`src/rtl/irq_ctrl_pkg.sv`:
```
package irq_ctrl_pkg;
  localparam int PRIO_W   = 3;
  localparam int LVL_W    = PRIO_W + 1;
  localparam int VEC_W    = 8;
  localparam int VEC_BASE = 8;
  localparam int SLOT_W   = 4;
  localparam int ADDR_W   = 4;

  typedef logic [PRIO_W-1:0] prio_t;
  typedef logic [LVL_W-1:0]  lvl_t;
  typedef logic [VEC_W-1:0]  vec_t;

  typedef enum logic [ADDR_W-1:0] {
    A_FLAG  = 4'd0,
    A_EN    = 4'd1,
    A_CTRL  = 4'd2,
    A_LVL   = 4'd3,
    A_PRIO0 = 4'd4
  } reg_addr_e;
endpackage

```
`src/rtl/irq_rst_sync.sv`:
```
module irq_rst_sync (
  input  logic clk_i,
  input  logic rst_ni,
  output logic rst_no
);
  logic [1:0] sync_q;

  always_ff @(posedge clk_i or negedge rst_ni) begin
    if (!rst_ni) sync_q <= 2'b00;
    else         sync_q <= {sync_q[0], 1'b1};
  end

  assign rst_no = sync_q[1];
endmodule

```
`src/rtl/irq_regs.sv`:
```
module irq_regs
  import irq_ctrl_pkg::*;
#(
  parameter int N_SRC = 8,
  parameter int DW    = 16
) (
  input  logic                    clk_i,
  input  logic                    rst_ni,
  input  logic [N_SRC-1:0]        req_i,
  input  logic                    wr_en_i,
  input  logic [ADDR_W-1:0]       wr_addr_i,
  input  logic [DW-1:0]           wr_data_i,
  input  logic [ADDR_W-1:0]       rd_addr_i,
  output logic [DW-1:0]           rd_data_o,
  input  logic                    ipl3_i,
  input  logic                    ack_take_i,
  input  prio_t                   ack_prio_i,
  input  logic                    ret_i,
  output logic [N_SRC-1:0]        flag_o,
  output logic [N_SRC-1:0]        en_o,
  output logic [N_SRC*PRIO_W-1:0] prio_o,
  output lvl_t                    cpu_lvl_o,
  output logic                    nest_dis_o,
  output logic                    busy_o
);
  localparam int SPW = DW / SLOT_W;

  // write decode
  logic wr_flag, wr_en_bank, wr_ctrl, wr_lvl;
  assign wr_flag    = wr_en_i && (wr_addr_i == A_FLAG);
  assign wr_en_bank = wr_en_i && (wr_addr_i == A_EN);
  assign wr_ctrl    = wr_en_i && (wr_addr_i == A_CTRL);
  assign wr_lvl     = wr_en_i && (wr_addr_i == A_LVL);

  // pending flags: hardware sets, software clears, set wins
  logic [N_SRC-1:0] flag_q, flag_d, flag_clr;
  logic             flag_upd;
  assign flag_clr = wr_flag ? wr_data_i[N_SRC-1:0] : '0;
  assign flag_d   = req_i | (flag_q & ~flag_clr);
  assign flag_upd = (|req_i) | wr_flag;

  always_ff @(posedge clk_i or negedge rst_ni) begin
    if (!rst_ni)       flag_q <= '0;
    else if (flag_upd) flag_q <= flag_d;
  end

  // enables
  logic [N_SRC-1:0] en_q;
  always_ff @(posedge clk_i or negedge rst_ni) begin
    if (!rst_ni)         en_q <= '0;
    else if (wr_en_bank) en_q <= wr_data_i[N_SRC-1:0];
  end

  // nesting disable
  logic nest_q;
  always_ff @(posedge clk_i or negedge rst_ni) begin
    if (!rst_ni)      nest_q <= 1'b0;
    else if (wr_ctrl) nest_q <= wr_data_i[0];
  end

  // processor level, low bits; acknowledge takes precedence over software
  prio_t lvl_lo_q, lvl_lo_d;
  logic  lvl_we;
  always_comb begin
    lvl_we   = ack_take_i | wr_lvl;
    lvl_lo_d = ack_take_i ? ack_prio_i : wr_data_i[PRIO_W-1:0];
  end

  always_ff @(posedge clk_i or negedge rst_ni) begin
    if (!rst_ni)     lvl_lo_q <= '0;
    else if (lvl_we) lvl_lo_q <= lvl_lo_d;
  end

  // in-service state
  logic busy_q, busy_d, busy_we;
  always_comb begin
    busy_we = ack_take_i | ret_i;
    busy_d  = ack_take_i;
  end

  always_ff @(posedge clk_i or negedge rst_ni) begin
    if (!rst_ni)      busy_q <= 1'b0;
    else if (busy_we) busy_q <= busy_d;
  end

  // per-source priority slots
  for (genvar g = 0; g < N_SRC; g++) begin : g_slot
    localparam int WORD = g / SPW;
    localparam int OFS  = (g % SPW) * SLOT_W;
    logic  slot_we;
    prio_t slot_q;

    assign slot_we = wr_en_i && (wr_addr_i == ADDR_W'(int'(A_PRIO0) + WORD));

    always_ff @(posedge clk_i or negedge rst_ni) begin
      if (!rst_ni)      slot_q <= '0;
      else if (slot_we) slot_q <= wr_data_i[OFS +: PRIO_W];
    end

    assign prio_o[g*PRIO_W +: PRIO_W] = slot_q;
  end

  // read mux
  always_comb begin
    rd_data_o = '0;
    if (rd_addr_i == A_FLAG) rd_data_o[N_SRC-1:0]  = flag_q;
    if (rd_addr_i == A_EN)   rd_data_o[N_SRC-1:0]  = en_q;
    if (rd_addr_i == A_CTRL) rd_data_o[0]          = nest_q;
    if (rd_addr_i == A_LVL)  rd_data_o[LVL_W-1:0]  = cpu_lvl_o;
    for (int i = 0; i < N_SRC; i++) begin
      if (rd_addr_i == ADDR_W'(int'(A_PRIO0) + i / SPW))
        rd_data_o[(i % SPW) * SLOT_W +: PRIO_W] = prio_o[i*PRIO_W +: PRIO_W];
    end
  end

  assign flag_o     = flag_q;
  assign en_o       = en_q;
  assign cpu_lvl_o  = {ipl3_i, lvl_lo_q};
  assign nest_dis_o = nest_q;
  assign busy_o     = busy_q;

  // a flag only drops where a clear was written
  p_flag_sticky_r1: assert property (@(posedge clk_i) disable iff (!rst_ni)
    (|flag_q) |=> ((~flag_q & $past(flag_q & ~flag_clr)) == '0));

  // a request pulse always leaves its flag set
  p_req_sets_r1: assert property (@(posedge clk_i) disable iff (!rst_ni)
    (|req_i) |=> ((flag_q & $past(req_i)) == $past(req_i)));

  // acknowledge copies the winner level and enters service
  p_ack_load_r9: assert property (@(posedge clk_i) disable iff (!rst_ni)
    ack_take_i |=> (busy_o && (cpu_lvl_o[PRIO_W-1:0] == $past(ack_prio_i))));
endmodule

```
`src/rtl/irq_arbiter.sv`:
```
module irq_arbiter
  import irq_ctrl_pkg::*;
#(
  parameter int N_SRC = 8,
  parameter int IDX_W = (N_SRC > 1) ? $clog2(N_SRC) : 1
) (
  input  logic [N_SRC-1:0]        flag_i,
  input  logic [N_SRC-1:0]        en_i,
  input  logic [N_SRC*PRIO_W-1:0] prio_i,
  output logic                    win_valid_o,
  output logic [IDX_W-1:0]        win_idx_o,
  output prio_t                   win_prio_o
);
  logic [N_SRC-1:0] elig;

  for (genvar g = 0; g < N_SRC; g++) begin : g_elig
    assign elig[g] = flag_i[g] && en_i[g] && (prio_i[g*PRIO_W +: PRIO_W] != '0);
  end

  // descending scan with >= : lower index overrides on ties
  always_comb begin
    win_valid_o = 1'b0;
    win_idx_o   = '0;
    win_prio_o  = '0;
    for (int i = N_SRC - 1; i >= 0; i--) begin
      if (elig[i] && (prio_i[i*PRIO_W +: PRIO_W] >= win_prio_o)) begin
        win_valid_o = 1'b1;
        win_idx_o   = IDX_W'(i);
        win_prio_o  = prio_i[i*PRIO_W +: PRIO_W];
      end
    end
  end
endmodule

```
`src/rtl/irq_out.sv`:
```
module irq_out
  import irq_ctrl_pkg::*;
#(
  parameter int N_SRC = 8,
  parameter int IDX_W = (N_SRC > 1) ? $clog2(N_SRC) : 1
) (
  input  logic             clk_i,
  input  logic             rst_ni,
  input  logic             win_valid_i,
  input  logic [IDX_W-1:0] win_idx_i,
  input  prio_t            win_prio_i,
  input  lvl_t             cpu_lvl_i,
  input  logic             nest_dis_i,
  input  logic             busy_i,
  input  logic             ack_i,
  output logic             ack_take_o,
  output logic             irq_o,
  output vec_t             vec_o,
  output lvl_t             lvl_o
);
  logic irq_q, irq_d;
  vec_t vec_q, vec_d;
  lvl_t lvl_q, lvl_d;
  logic hold, outrank, blocked;

  always_comb begin
    hold       = irq_q && !ack_i;
    ack_take_o = irq_q && ack_i;
    outrank    = win_valid_i && ({1'b0, win_prio_i} > cpu_lvl_i);
    blocked    = nest_dis_i && busy_i;

    if (hold) begin
      irq_d = 1'b1;
      vec_d = vec_q;
      lvl_d = lvl_q;
    end else if (ack_take_o) begin
      irq_d = 1'b0;
      vec_d = vec_q;
      lvl_d = lvl_q;
    end else begin
      irq_d = outrank && !blocked;
      vec_d = win_valid_i ? (VEC_W'(VEC_BASE) + VEC_W'(win_idx_i)) : '0;
      lvl_d = win_valid_i ? {1'b0, win_prio_i} : '0;
    end
  end

  always_ff @(posedge clk_i or negedge rst_ni) begin
    if (!rst_ni) begin
      irq_q <= 1'b0;
      vec_q <= '0;
      lvl_q <= '0;
    end else begin
      irq_q <= irq_d;
      vec_q <= vec_d;
      lvl_q <= lvl_d;
    end
  end

  assign irq_o = irq_q;
  assign vec_o = vec_q;
  assign lvl_o = lvl_q;

  // presented request frozen until acknowledged
  p_hold_r9: assert property (@(posedge clk_i) disable iff (!rst_ni)
    (irq_o && !ack_i) |=> (irq_o && $stable(vec_o) && $stable(lvl_o)));

  // acknowledge drops the request
  p_ack_drop_r9: assert property (@(posedge clk_i) disable iff (!rst_ni)
    (irq_o && ack_i) |=> !irq_o);

  // a new request strictly outranks the level it was compared with
  p_outrank_r7: assert property (@(posedge clk_i) disable iff (!rst_ni)
    $rose(irq_o) |-> (lvl_o > $past(cpu_lvl_i)));

  // no new request while nesting is off and a service is open
  p_nest_r8: assert property (@(posedge clk_i) disable iff (!rst_ni)
    $rose(irq_o) |-> !($past(nest_dis_i) && $past(busy_i)));

  // raised vector lies in the source range
  p_vec_range_r5: assert property (@(posedge clk_i) disable iff (!rst_ni)
    irq_o |-> ((vec_o >= VEC_W'(VEC_BASE)) && (vec_o < VEC_W'(VEC_BASE + N_SRC))));

  // a zero priority is never presented as a request
  p_lvl_nonzero_r3: assert property (@(posedge clk_i) disable iff (!rst_ni)
    irq_o |-> (lvl_o != '0));
endmodule

```
`src/rtl/prio_irq_ctrl.sv`:
```
module prio_irq_ctrl
  import irq_ctrl_pkg::*;
#(
  parameter int N_SRC = 8,
  parameter int DW    = 16
) (
  input  logic              clk_i,
  input  logic              rst_ni,
  input  logic [N_SRC-1:0]  req_i,
  input  logic              wr_en_i,
  input  logic [ADDR_W-1:0] wr_addr_i,
  input  logic [DW-1:0]     wr_data_i,
  input  logic [ADDR_W-1:0] rd_addr_i,
  output logic [DW-1:0]     rd_data_o,
  input  logic              ipl3_i,
  input  logic              ack_i,
  input  logic              ret_i,
  output logic              irq_o,
  output logic [VEC_W-1:0]  vec_o,
  output logic [LVL_W-1:0]  lvl_o
);
  localparam int IDX_W = (N_SRC > 1) ? $clog2(N_SRC) : 1;

  logic                    rst_n;
  logic [N_SRC-1:0]        flag, en;
  logic [N_SRC*PRIO_W-1:0] prio;
  lvl_t                    cpu_lvl;
  logic                    nest_dis, busy, ack_take;
  logic                    win_valid;
  logic [IDX_W-1:0]        win_idx;
  prio_t                   win_prio;

  irq_rst_sync i_rst_sync (
    .clk_i  (clk_i),
    .rst_ni (rst_ni),
    .rst_no (rst_n)
  );

  irq_regs #(.N_SRC(N_SRC), .DW(DW)) i_regs (
    .clk_i      (clk_i),
    .rst_ni     (rst_n),
    .req_i      (req_i),
    .wr_en_i    (wr_en_i),
    .wr_addr_i  (wr_addr_i),
    .wr_data_i  (wr_data_i),
    .rd_addr_i  (rd_addr_i),
    .rd_data_o  (rd_data_o),
    .ipl3_i     (ipl3_i),
    .ack_take_i (ack_take),
    .ack_prio_i (lvl_o[PRIO_W-1:0]),
    .ret_i      (ret_i),
    .flag_o     (flag),
    .en_o       (en),
    .prio_o     (prio),
    .cpu_lvl_o  (cpu_lvl),
    .nest_dis_o (nest_dis),
    .busy_o     (busy)
  );

  irq_arbiter #(.N_SRC(N_SRC), .IDX_W(IDX_W)) i_arb (
    .flag_i      (flag),
    .en_i        (en),
    .prio_i      (prio),
    .win_valid_o (win_valid),
    .win_idx_o   (win_idx),
    .win_prio_o  (win_prio)
  );

  irq_out #(.N_SRC(N_SRC), .IDX_W(IDX_W)) i_out (
    .clk_i       (clk_i),
    .rst_ni      (rst_n),
    .win_valid_i (win_valid),
    .win_idx_i   (win_idx),
    .win_prio_i  (win_prio),
    .cpu_lvl_i   (cpu_lvl),
    .nest_dis_i  (nest_dis),
    .busy_i      (busy),
    .ack_i       (ack_i),
    .ack_take_o  (ack_take),
    .irq_o       (irq_o),
    .vec_o       (vec_o),
    .lvl_o       (lvl_o)
  );
endmodule

```
`config.mk`:
```
export PLATFORM = sky130hd
export DESIGN_NAME = prio_irq_ctrl
export DESIGN_NICKNAME = d
export VERILOG_FILES = /design/src/rtl/irq_ctrl_pkg.sv /design/src/rtl/irq_rst_sync.sv /design/src/rtl/irq_regs.sv /design/src/rtl/irq_arbiter.sv /design/src/rtl/irq_out.sv /design/src/rtl/prio_irq_ctrl.sv
export SDC_FILE = /design/constraint.sdc
export NUM_CORES = 1
export LEC_CHECK = 0
export BUFFER_PORTS_ARGS = -buffer_cell sky130_fd_sc_hd__buf_2
export CAP_MARGIN = 30
export CORE_MARGIN = 2
export CORE_UTILIZATION = 50
export CTS_CLUSTER_DIAMETER = 80
export CTS_CLUSTER_SIZE = 16
export DETAILED_ROUTE_END_ITERATION = 12
export HOLD_SLACK_MARGIN = 0.08
export PLACE_DENSITY = 0.7
export SYNTH_ARGS = -nofsm -noshare
export SYNTH_HDL_FRONTEND = slang
export SYNTH_HIERARCHICAL = 1
export SYNTH_SLANG_ARGS = --single-unit
```
`constraint.sdc`:
```
create_clock -name clk_i -period 2.1 [get_ports clk_i]
set_clock_uncertainty 0.1 [all_clocks]
set_input_delay 0.21 -clock clk_i [delete_from_list [all_inputs] [get_ports clk_i]]
set_output_delay 0.21 -clock clk_i [all_outputs]
set_load 0.02 [all_outputs]
```
Word level (Yosys, flattened, before mapping) --
Cells that the tools add are included.
Storage, ports and cells: memories kept 0, input port bits 38, bits in read-only memories 0, logic and storage cells 136, bits in latches 0, output and inout port bits 29, RAM bits 0, register bits after elaboration 60
Operators by class: mux-type cells 42, shifts and indexed selects 0, divide/modulo/power cells 0, eq/ne operators 10, add/sub/neg operators 1, $lt $le $gt $ge 9, bitwise logic cells 8, multiply operators 0, reductions and logical operators 49
Operator list (count):
- two-way mux 3 bit | 26
- logical AND 1 bit | 35
- two-way mux 8 bit | 4
- nonzero test 3 bit | 8
- greater-or-equal comparator 3 bit | 7
- == test 4 x 2 -> 1 bit, second input constant | 4
- == test 4 x 3 -> 1 bit, second input constant | 4
- two-way mux 1 bit | 11
- bitwise AND 8 bit | 1
- == test 4 x 1 -> 1 bit, second input constant | 2
- logical NOT 4 bit | 2
- NOT 8 bit | 1
- OR 8 bit | 1
- OR reduction 8 bit | 1
- adder 4 x 3 -> 5 bit, first input constant | 1
- greater-than comparator 3 x 4 -> 1 bit | 1
- two-way mux 4 bit | 1
- greater-or-equal comparator 3 x 1 -> 1 bit, second input constant | 1
- OR 1 bit | 3
- logical NOT 1 bit | 2
- NOT 1 bit | 2
- AND reduction 2 bit | 1

Longest topological paths before layout --
word-level depth 30, mapped depth 57, depth with buffers taken out 56

Modules after synthesis --
The synthesis kept the hierarchy.
By module, submodules not included:
- irq_regs | instances 1, cells an instance 178, area an instance 2229.6 um2
- irq_arbiter | instances 1, cells an instance 160, area an instance 1202.4 um2
- irq_out | instances 1, cells an instance 50, area an instance 449.2 um2
- irq_rst_sync | instances 1, cells an instance 3, area an instance 53.8 um2

Worst setup path before layout --
Ideal clock, no wire load.
path kind reg-to-reg, start register i_regs.flag_q[7] (netlist: i_regs/flag_o[7]), end register i_out.irq_q (netlist: i_out/irq_o), stages on the path, launching flop included 54, period minus slack after synthesis 9.997 ns, data required time 1.872 ns, arrival time 9.768 ns, buffers on the path 1, slack -7.897 ns, setup time 0.128 ns, cell sequence dfrtp_1 and3_1 ha_1 nor2b_1 o21a_1 o31ai_1 nand2_1 ha_1 nand2b_1 a31o_2 a22oi_4 nor2_1 a31oi_1 ha_1 nand2b_1 o2111a_1 nand3_2 and2_1 [... 18 more ...] inv_1 ha_1 a21oi_1 nor2b_1 o21ai_0 mux2_4 ha_1 nand2b_1 a21o_1 a21oi_1 nor2_1 o31ai_1 nand2_1 or2_2 nand4b_1 nor3b_2 nand3_1 o22ai_2
On the way: elaborated cells on any way between the ends 38, those cells by class order compare (8); mux (18); reduce/logical (12)
RTL lines:
- from (decl) | line irq_regs.sv:36 | logic [N_SRC-1:0] flag_q, flag_d, flag_clr;
- from (signal assigned) | line irq_regs.sv:44 | else if (flag_upd) flag_q <= flag_d;
- logical AND 1 bit (*) (2 in a row) | line irq_arbiter.sv:17 | assign elig[g] = flag_i[g] && en_i[g] && (prio_i[g*PRIO_W +: PRIO_W] != '0);
- logical AND 1 bit (*) | line irq_arbiter.sv:26 | if (elig[i] && (prio_i[i*PRIO_W +: PRIO_W] >= win_prio_o)) begin
- two-way mux 3 bit | line irq_arbiter.sv:26
- greater-or-equal comparator 3 bit | line irq_arbiter.sv:26
- logical AND 1 bit | line irq_arbiter.sv:26
- two-way mux 3 bit | line irq_arbiter.sv:26
- greater-or-equal comparator 3 bit | line irq_arbiter.sv:26
- logical AND 1 bit | line irq_arbiter.sv:26
- [... 14 more ...]
- logical AND 1 bit | line irq_arbiter.sv:26
- two-way mux 1 bit (*) | line irq_arbiter.sv:26
- via win_valid | line prio_irq_ctrl.sv:29 | logic win_valid;
- logical AND 1 bit (*) | line irq_out.sv:29 | outrank = win_valid_i && ({1'b0, win_prio_i} > cpu_lvl_i);
- logical AND 1 bit (*) | line irq_out.sv:41 | irq_d = outrank && !blocked;
- two-way mux 1 bit (*) | line irq_out.sv:36 | end else if (ack_take_o) begin
- two-way mux 1 bit (*) | line irq_out.sv:32 | if (hold) begin
- via i_out.irq_d | line irq_out.sv:21 | logic irq_q, irq_d;
- to (signal assigned) | line irq_out.sv:53 | irq_q <= irq_d;
- to (decl) | line irq_out.sv:21
The timed path passes the listed nets; every way through them passes the cells marked *. A chain may end at the register's enable or synchronous reset.

Worst setup path in the final report --
start register i_regs.flag_q[7] (netlist: i_regs/flag_o[7]), end register i_out.irq_q (netlist: i_out/irq_o)
On the way: cells in the longest elaborated chain, start to end 30, elaborated cells on any way between the ends 38, those cells by class order compare (8); mux (18); reduce/logical (12)
Ends and longest elaborated chain:
- logical AND 1 bit (*) (2 in a row) | line irq_arbiter.sv:17
- logical AND 1 bit (*) | line irq_arbiter.sv:26
- two-way mux 3 bit (*) | line irq_arbiter.sv:26
- greater-or-equal comparator 3 bit | line irq_arbiter.sv:26
- logical AND 1 bit | line irq_arbiter.sv:26
- two-way mux 3 bit (*) | line irq_arbiter.sv:26
- greater-or-equal comparator 3 bit | line irq_arbiter.sv:26
- logical AND 1 bit | line irq_arbiter.sv:26
- [... 15 more ...]
- two-way mux 3 bit (*) | line irq_arbiter.sv:26
- via win_prio[0] | line prio_irq_ctrl.sv:31 | prio_t win_prio;
- greater-than comparator 3 x 4 -> 1 bit (*) | line irq_out.sv:29
- logical AND 1 bit (*) | line irq_out.sv:29
- logical AND 1 bit (*) | line irq_out.sv:41
- two-way mux 1 bit (*) | line irq_out.sv:36
- two-way mux 1 bit (*) | line irq_out.sv:32
- via i_out.irq_d | line irq_out.sv:21
Marks and branches as above.

==> reports/summary.md <==
The width of the die is 92.7 µm, and the cell leakage power is 2.76 nW. From bottom edge to top edge, the die measures 92.7 µm. The highest attainable clock frequency was 0.104 GHz. The met1 demand-to-capacity share in global routing was 39.2%; the number of sinks on the clock net was 55.

The final period demand of the worst path was 9.61 ns; the total global routing overflow was 0. The min-delay analysis places its worst path in the category in2async. For this design, the slowest cell found on the critical path is sky130_fd_sc_hd__dfrtp_1. The depth of the CTS H-tree is 2. The kind of end point of the critical path is a flip-flop.

On the worst path, the slowest cell contributes a delay of 0.45 ns. The number of flops mapped to enable cells by yosys is 0, and the number of vias per cell is 5.61. The largest total area in the synthesized netlist belongs to sky130_fd_sc_hd__dfrtp_1.

The synthesized design contains 55 register bits. For the global routing met2 resource utilization, the log shows 48.5%. The number of antenna violations at the first check in global routing was 0.

OpenSTA, run right after detailed placement, puts the worst setup slack at -7.44 ns. After detailed routing, the number of remaining DRC violations is 0. The tools report the start of the worst register-to-register path as i_regs/flag_o[7]$_DFFE_PN0P_. Clock tree synthesis selected as its root buffer the cell sky130_fd_sc_hd__clkbuf_8.

The design draws 8.12 mW. For this design the ratio of total power to cell area is 1380 nW/µm². The run gives -7.51 ns as the minimum setup slack in the final design. The total area inside the core boundary comes to 7690 µm². For this configuration, the core starts out at a cell density of 51.2%. The worst-skew pair later-pin latency is 0.33 ns, and the register-to-register setup slack is -7.51 ns. The growth of design area from synthesis to finish was 49.3%.

Counting distinct cell types in the post-synthesis netlist gives 72. The repair_antennas step left the layout with diodes totalling 0. Capture instance of the worst register-to-register path: i_out/irq_o$_DFF_PN0_.

The die covers 8600 µm². Maximum vdd ir drop: 635 µV. Together, buffers and inverters on the worst path number 3. Summing over every cut layer, the via total after detailed routing is 3868. Before antenna repair, the detailed router went through 4 iterations. In this run the count of I/O pins placed on the die edge is 67. The worst setup path is of the reg2reg kind. Setup repair after global routing could not meet its margin everywhere. STA classifies the critical path startpoint as a flip-flop. The share of cells above drive strength 1 came out at 53.0%.

Input and output buffers added on the ports amount to 57. Global routing consumed, on the met3 layer, 4.23% of the routing resources. met2 is the most crowded layer. The area share of the largest cell type after synthesis was 35.0%.

The run finished, with violations left. Cell type with the highest occurrence count on the critical path: sky130_fd_sc_hd__nand2b_4. The number of DRC markers in iteration 0 is 234. For the hold violation count in the final report, the log shows 0.

At the end of routability-driven placement, the weighted congestion stood at 0.926. The max capacitance violation total is 0. After the last flow step, the layout net total stands at 643.

The kind of cell with the highest combined delay on the critical path is compound AO/OA/AOI/OAI gates. The share of the clock period used by the worst path works out to 457%. The actual slew at the worst max-slew pin is 0.707 ns, and the post-detailed-route count of antenna-violating nets is 0. The largest net degree at the start of global routing is 54, and the overall track demand over capacity in global routing is 29.2%.

The leading register cell type out of synthesis is sky130_fd_sc_hd__dfrtp_1. At the worst endpoint, the required time is 2.21 ns. The cell count after synthesis came out at 391. For the worst flop-to-flop path, the logic depth is 53. The share of async-settable or async-resettable flops after synthesis came out at 100%.

The checks that failed: negative setup slack. In this run, CTS created clock tree buffers numbering 5. In this run the worst path has a maximum fanout of 7.

Data on the critical path arrives at its endpoint at 9.71 ns. The total of endpoints with negative setup slack in the final report came out at 8. The max-slew violation total from the final report was 0. Summing the sequential cell areas from Yosys gives 35.0% of the chip area. The via count of the first global-routing pass was 3923; the synthesized area per cell was 10.1 µm². The placed wire-length estimate after detailed placement came out at 8390 µm. The first global-routing pass estimated 19600 µm of wire. TritonCTS built the clock tree. In this run the number of cells on the critical path is 53. By area the synthesized netlist is led by sky130_fd_sc_hd__dfrtp_1, sky130_fd_sc_hd__mux2_2, sky130_fd_sc_hd__ha_1. The logs give 3940 µm² for the combined area of all synthesized cells and 12800 µm for the total wire length. In this run the tightest slew margin relative to its limit is 52.9%. In the final routed layout, each cell accounts on average for 18.5 µm. The clock passes through at most 2 buffers. The floorplan has 32 rows. The Yosys step of the flow raised 6 warnings. The clock slew at the register clock pins of the worst setup and hold paths works out to 0.11 ns.
[power breakdown]
part | internal, mW | switching, mW
sequential | 1.32 | 0.219
clock | 0.360 | 0.389
combinational | 3.13 | 2.70
[worst register-to-register path: cells and delay by family, from the launching register on]
family / cells / cell delay [ns]
AO/OA/AOI/OAI: 23 / 4.17
AND/OR/NAND/NOR: 17 / 1.88
adder cells (fa/ha/maj): 8 / 2.04
buffers and inverters: 3 / 0.18
flip-flops: 1 / 0.45
multiplexers: 2 / 0.66
[cells in the mapped netlist (4+ instances only)]
| cell | count |
|---|---|
| sky130_fd_sc_hd__buf_4 | 11 |
| sky130_fd_sc_hd__nor2b_1 | 8 |
| sky130_fd_sc_hd__a21o_1 | 14 |
| sky130_fd_sc_hd__a221oi_1 | 4 |
| sky130_fd_sc_hd__nor2_1 | 14 |
| sky130_fd_sc_hd__a21oi_1 | 17 |
| sky130_fd_sc_hd__ha_1 | 19 |
| sky130_fd_sc_hd__o21a_1 | 8 |
| sky130_fd_sc_hd__a31oi_1 | 7 |
| sky130_fd_sc_hd__mux2i_1 | 4 |
| sky130_fd_sc_hd__nand2_1 | 34 |
| sky130_fd_sc_hd__mux2_2 | 39 |
| sky130_fd_sc_hd__buf_2 | 6 |
| sky130_fd_sc_hd__o21ai_0 | 14 |
| sky130_fd_sc_hd__nand2b_1 | 9 |
| sky130_fd_sc_hd__dfrtp_1 | 55 |
| sky130_fd_sc_hd__a22o_1 | 6 |
| sky130_fd_sc_hd__nand3_1 | 16 |
| sky130_fd_sc_hd__nor3_1 | 4 |
| sky130_fd_sc_hd__o21ai_1 | 6 |
| sky130_fd_sc_hd__inv_1 | 26 |
[repair_timing]
item,4_1_cts,5_1_grt
hold buffers,24,0
hold endpoints to repair,34,0
gates resized for setup,18,24
buffers inserted,14,6
endpoints found under the setup margin,8,8
pin swaps,33,26
[metrics by stage]
stage	util, %	cells	setup TNS (ns)	instance area (µm²)	hold WS [ns]
floorplan	-	396	-55.48	4090	-0.186
global placement	66.7	638	-57.06	5130	-0.105
detailed placement	66.7	638	-58.68	5130	-0.104
CTS	74.3	683	-57.61	5710	0.0853
global route	76.4	689	-62.74	5880	0.0904
finish	76.4	689	-59.31	5880	0.0845
[sequential cells by signal (all words and copies together) (netlist names)]
signal / cells
i_regs/g_slot.slot_q: 24
i_regs/en_o: 8
i_regs/flag_o: 8
i_out/vec_o: 4
i_out/lvl_o: 3
i_regs/lvl_lo_q: 3
i_rst_sync/sync_q: 2
i_out/irq_o: 1
i_regs/busy_o: 1
i_regs/nest_dis_o: 1
[cells in the final DEF (no fill, tap or decap), types with 13 or more instances in the layout]
master and n:
sky130_fd_sc_hd__a21oi_1 13, sky130_fd_sc_hd__buf_4 119, sky130_fd_sc_hd__dfrtp_1 53, sky130_fd_sc_hd__a21o_1 14, sky130_fd_sc_hd__buf_2 57, sky130_fd_sc_hd__nand2_1 29, sky130_fd_sc_hd__inv_1 25, sky130_fd_sc_hd__mux2_2 39
sky130_fd_sc_hd__dlygate4sd3_1 24, sky130_fd_sc_hd__nand3_1 13
[logic make-up after synthesis]
| logic type | after synthesis | synth area share, % |
|---|---|---|
| other | 3 | 0.286 |
| adder cells (fa/ha/maj) | 19 | 6.04 |
| multiplexers | 48 | 14.0 |
| AND/OR/NAND/NOR | 109 | 16.2 |
| buffers and inverters | 45 | 5.91 |
| flip-flops | 55 | 35.0 |
| AO/OA/AOI/OAI | 112 | 22.6 |
[worst max-delay path by stage]
stage | startpoint | to | slack [ns]
3_3_place_gp | i_regs/flag_o[7]$_DFFE_PN0P_ | i_out/irq_o$_DFF_PN0_ | -7.27
6_report | i_regs/flag_o[7]$_DFFE_PN0P_ | i_out/irq_o$_DFF_PN0_ | -7.51
2_1_floorplan | i_regs/flag_o[7]$_DFFE_PN0P_ | i_out/irq_o$_DFF_PN0_ | -7.09
5_1_grt | i_regs/flag_o[7]$_DFFE_PN0P_ | i_out/irq_o$_DFF_PN0_ | -7.90
4_1_cts | i_regs/flag_o[7]$_DFFE_PN0P_ | i_out/irq_o$_DFF_PN0_ | -7.28
3_5_place_dp | i_regs/flag_o[7]$_DFFE_PN0P_ | i_out/irq_o$_DFF_PN0_ | -7.44
[layer usage]
layer	part of all wire [%]	vias to the layer above
met4	3.1	0
met5	0	-
li1	-	1812
met3	5.2	35
met2	49	144
met1	43	1877
[area by class of cell]
cell class                 instances  area (µm²)
multi-input combinational        296        2720
clock buffer                       5        68.8
inverter                          26        97.6
fill                             514        1810
timing repair buffer             202        1440
sequential                        55        1380
clock inverter                     3        46.3
tap                              102         128
Note: power is estimated with default switching activity, not from simulation.
